$ cat src/rtl/refresh_tick_gen.sv
module refresh_tick_gen #(
  parameter int INT_DIV  = 1563,
  parameter int SLOW_DIV = 8
) (
  input  logic       clk,
  input  logic       rst_n,
  input  logic       mref_n_i,
  input  logic       pdclk_i,
  input  logic [1:0] src_sel_i,
  input  logic       dbl_strap_i,
  input  logic       slow_sel_i,
  input  logic       sref_en_i,
  input  logic       suspend_i,
  input  logic [2:0] pwr_mode_i,
  input  logic       sw_osc_off_i,
  output logic       tick_o,
  output logic       osc_en_o
);
  localparam int IW = (INT_DIV > 1) ? $clog2(INT_DIV) : 1;
  localparam int DW = (SLOW_DIV > 1) ? $clog2(SLOW_DIV) : 1;

  logic [2:0]    mref_sh, pd_sh;
  logic          cfg_done, dbl_q, slow_q;
  logic [1:0]    src_q;
  logic [IW-1:0] icnt;
  logic [DW-1:0] dcnt;

  always_ff @(posedge clk or negedge rst_n) begin
    if (!rst_n) begin
      mref_sh <= 3'b111;
      pd_sh   <= 3'b000;
    end else begin
      mref_sh <= {mref_sh[1:0], mref_n_i};
      pd_sh   <= {pd_sh[1:0], pdclk_i};
    end
  end

  always_ff @(posedge clk or negedge rst_n) begin
    if (!rst_n) begin
      cfg_done <= 1'b0;
      src_q    <= 2'b10;
      dbl_q    <= 1'b0;
    end else if (!cfg_done) begin
      cfg_done <= 1'b1;
      src_q    <= src_sel_i;
      dbl_q    <= dbl_strap_i;
    end
  end

  wire use_int   = src_q[1];
  wire sw_mode   = (pwr_mode_i == 3'd3) || (pwr_mode_i == 3'd4);
  wire active    = sref_en_i & (suspend_i | (pwr_mode_i == 3'd4));
  wire mref_fall = mref_sh[2] & ~mref_sh[1];
  wire pd_rise   = ~pd_sh[2] & pd_sh[1];
  wire pd_any    = pd_sh[2] ^ pd_sh[1];
  wire ext_edge  = src_q[0] ? (dbl_q ? pd_any : pd_rise) : mref_fall;
  wire int_hit   = (icnt == IW'(INT_DIV - 1));
  wire raw       = active & (use_int ? int_hit : ext_edge);
  wire slow_chg  = slow_sel_i ^ slow_q;
  wire div_hit   = (dcnt == DW'(SLOW_DIV - 1));
  wire hw_off    = suspend_i & sref_en_i & ~use_int;
  wire sw_off    = sw_osc_off_i & sw_mode;

  always_ff @(posedge clk or negedge rst_n) begin
    if (!rst_n) begin
      icnt     <= '0;
      dcnt     <= '0;
      slow_q   <= 1'b0;
      tick_o   <= 1'b0;
      osc_en_o <= 1'b1;
    end else begin
      slow_q   <= slow_sel_i;
      tick_o   <= raw & ~slow_chg & (~slow_sel_i | div_hit);
      osc_en_o <= ~(hw_off | sw_off);
      if (!active || !use_int || int_hit) icnt <= '0;
      else                                icnt <= icnt + 1'b1;
      if (!active || slow_chg)  dcnt <= '0;
      else if (raw)             dcnt <= div_hit ? '0 : dcnt + 1'b1;
    end
  end
endmodule

$ cat config.mk
export PLATFORM = sky130hd
export DESIGN_NAME = refresh_tick_gen
export DESIGN_NICKNAME = d
export VERILOG_FILES = /design/src/rtl/refresh_tick_gen.sv
export SDC_FILE = /design/constraint.sdc
export NUM_CORES = 1
export LEC_CHECK = 0
export ABC_AREA = 1
export BUFFER_PORTS_ARGS = -buffer_cell sky130_fd_sc_hd__buf_2
export CORE_MARGIN = 5
export CORE_UTILIZATION = 56
export DETAILED_ROUTE_END_ITERATION = 8
export GPL_TIMING_DRIVEN = 0
export PLACE_DENSITY = 0.76
export REMOVE_ABC_BUFFERS = 1
export SYNTH_ARGS = -nofsm -noshare
export SYNTH_HDL_FRONTEND = slang
export SYNTH_SLANG_ARGS = --single-unit
export TNS_END_PERCENT = 20
$ cat constraint.sdc
create_clock -name clk -period 1.6 [get_ports clk]
set_clock_uncertainty 0.1 [all_clocks]
set_input_delay 0.32 -clock clk [delete_from_list [all_inputs] [get_ports clk]]
set_output_delay 0.32 -clock clk [all_outputs]
set_load 0.1 [all_outputs]
==> reports/qor.csv <==
stage,metric,value,unit
status,status,"complete, no violations",
final_layout,Storage cell area,683.2,um^2
grt,largest net degree at the start of global routing,28,
synth,xor/xnor share of the synthesized area,2.721,%
setup_path,Stages on worst setup path,1,
power,leakage power,0.7094,nW
detailed_routing,final WL,2196,um
place,gpl congestion,0.7854,
timing,Least-Margin Pin Slew,0.5800,ns
die,DIE WIDTH,57.95,um
timing,Fmax,666.5,MHz
detailed_routing,Routed WL per cell,10.98,um
die,Core Region,2212,um^2
setup_path,slowest cell delay on critical path,0.55,ns
final_layout,"commonest non-fill, non-tap cell in the layout",nand2_1,
timing,Final Hold Fails,0,
grt,total global-route track usage,14.65,%
detailed_routing,first-pass detailed-route iteration total,4,
synth,Synth Warn #,0,
synth,largest family of logic cells by synthesized area,simple AND/OR/NAND/NOR gates,
grt,GRT overflow,0,
detailed_routing,Vias/cell,4.950,
detailed_routing,DR vias,990,
synth,multiplexer share of the synthesized area,0,%
final_layout,synth-to-layout area growth,16.62,%
synth,"Cell Area, Synth",1287,um^2
worst_hold_path,hold path depth,2,
synth,Simple-Gate Fraction of Synth Area,29.74,%
place,dpl cell area,1398,um^2
synth,Synth Register Bits,27,
setup_path,CP endpoint kind,output port,
die,io pins,16,
detailed_routing,Routed Antenna Nets,0,
synth,Synth cell types,24,
clocking,Max Root-Sink Buffers,2,
timing,slew margin rel.,61.33,%
setup_path,worst-path maximum fanout,1,
flow_run,max cap viols,0,
power,Worst VDD drop,0.0006639,V
grt,first-pass GRT wire length,3926,um
synth,Syn Area/Cell,8.758,um^2
synth,Mapped Cells,147,
final_layout,share of layout cells above drive strength 1,23.84,%
final_layout,final instance area,1501,um^2
clocking,"Clk Latency, worst-skew pair",0.32,ns
place,PortBufs,15,
setup_path,Worst EP required,1.18,ns
setup_path,Critical-path top delay cell,dfstp_2,
power,Tot Pwr,0.001154,W
grt,initial antenna violation count,0,
synth,sequential fraction of the synthesis area,52.96,%
die,DIE AREA,3358,um^2
detailed_routing,Initial DRC Count,18,
clocking,clock transition at the registers of the reported paths,0.13,ns
worst_hold_path,min-delay worst type,input port to flop,
setup_path,"CP delay by family, top",flip-flops,
final_layout,Filler Cells Inserted,198,
die,FP Rows,17,
timing,RSZ-0062 raised after global routing,false,
synth,Synth async-reset ratio,100.0,%
power,power density over the cells,768.7,nW/um^2
setup_path,CP Launch Type,flop,
final_layout,multi-input logic area,544.3,um^2
setup_path,critical-path cell list,buf_6,
setup_path,R2R depth,9,
timing,setup TNS,0,ns
synth,"EDFF count, synth",0,
clocking,CTS Buf Count,3,
clocking,clock sinks,27,
timing,shortest period the worst path allows,1.500,ns
timing,Max Slew Vio Count,0,
synth,top_reg_cell synth,dfrtp_1,
synth,post-synthesis adder-cell area fraction,4.859,%
place,Post-DP HPWL,1648,um
die,DIE HEIGHT,57.95,um
die,Initial Util,58.20,%
timing,Final period util,93.78,%
setup_path,WP buf/inv,1,
final_layout,most frequent cells in the layout,"27 x nand2_1, 25 x nor2_1, 21 x dfrtp_1",
timing,final setup vio count,0,
clocking,root buf cell,clkbuf_4,
setup_path,kind of critical path,flop to output port,
grt,vias in the first global route,988,
final_layout,final core occ,67.87,%
synth,Synth Area in Compound Gates,3.304,%
clocking,# H-tree levels,1,
clocking,TritonCTS clock tree,done,
detailed_routing,Residual DRC,0,
setup_path,crit path DAT,1.08,ns
final_layout,Ant. Diodes,0,
final_layout,"Net count, final",192,
[metal layers]
| layer | track usage [%] | routed length, um | vias up | part of all wire, % |
|---|---|---|---|---|
| met3 | 2.450 | 97 | 2 | 4.4 |
| met1 | 19.20 | 970 | 458 | 44 |
| met4 | 4.305 | 17 | 0 | 0.77 |
| li1 | - | - | 511 | - |
| met2 | 24.84 | 1111 | 19 | 51 |
| met5 | 0 | 0 | - | 0 |
[cell families after synthesis]
group,Yosys count
flops,27
other cells,1
fa+ha+maj,5
buf+inv,21
simple gates,82
xor+xnor,4
compound gates,7
[registers in the layout (all words and copies together), names as in the netlist, 2 cells and up]
| name | count |
|---|---|
| icnt | 11 |
| dcnt | 3 |
| mref_sh | 3 |
| pd_sh | 3 |
| src_q | 2 |
[synth_stat cells, types with 2 or more instances]
library cell	instances	area share [%]
nand2_1	27	7.9
inv_1	19	5.5
nand2_2	2	0.97
dfrtp_1	22	43
nand3_2	4	3.1
nand3_1	10	3.9
nor2_2	3	1.5
nand4_1	3	1.5
nand3b_1	2	1.2
ha_1	5	4.9
a21oi_1	3	1.2
nor2_1	27	7.9
nor3_1	3	1.2
dfstp_2	5	10
xor2_1	3	2.0
[where the power goes]
part / switching, W / internal (W) / total (W)
Sequential: 0.0000144 / 0.000711 / 0.000725
Combinational: 0.0000851 / 0.0000487 / 0.000134
Clock: 0.000197 / 0.0000976 / 0.000295
[stage by stage]
step	hold WS (ns)	worst slack [ns]	cells
finish	0.01603	0.09953	200
global route	0.001623	0.004693	200
CTS	0.005330	0.02206	197
detailed placement	0.2386	0.04526	190
global placement	0.2433	0.1033	190
floorplan	-0.07559	0.2287	147
[path summary, 6_finish.rpt]
path / slack (ns) / startpoint / end
max in group asynchronous: 0.59 / rst_n / icnt[0]$_DFF_PN0_
worst max register to register: 0.12 / icnt[0]$_DFF_PN0_ / dcnt[0]$_DFFE_PN0P_
worst max-delay path: 0.1 / osc_en_o$_DFF_PN1_ / osc_en_o
worst min-delay path: 0.02 / sw_osc_off_i / osc_en_o$_DFF_PN1_
min in group asynchronous: 0.40 / rst_n / icnt[7]$_DFF_PN0_
worst min register to register: 0.27 / mref_sh[0]$_DFF_PN1_ / mref_sh[1]$_DFF_PN1_
[repair_timing]
item                                   CTS  global route
setup endpoints to repair                1             8
endpoints found under the hold margin   24             0
pin swaps                                0             1
hold buffers                             3             0
gates resized for setup                  1             6
buffers inserted                         0             3
[final cells by class]
class                   instances  area share, %
multi-input cells              99          36.25
inverters                      21          5.250
repair buffers                 21          8.917
flip-flops and latches         27          45.50
clock buffers                   4          1.750
well taps                      28          2.333
Power figures use the tool's default switching activity.
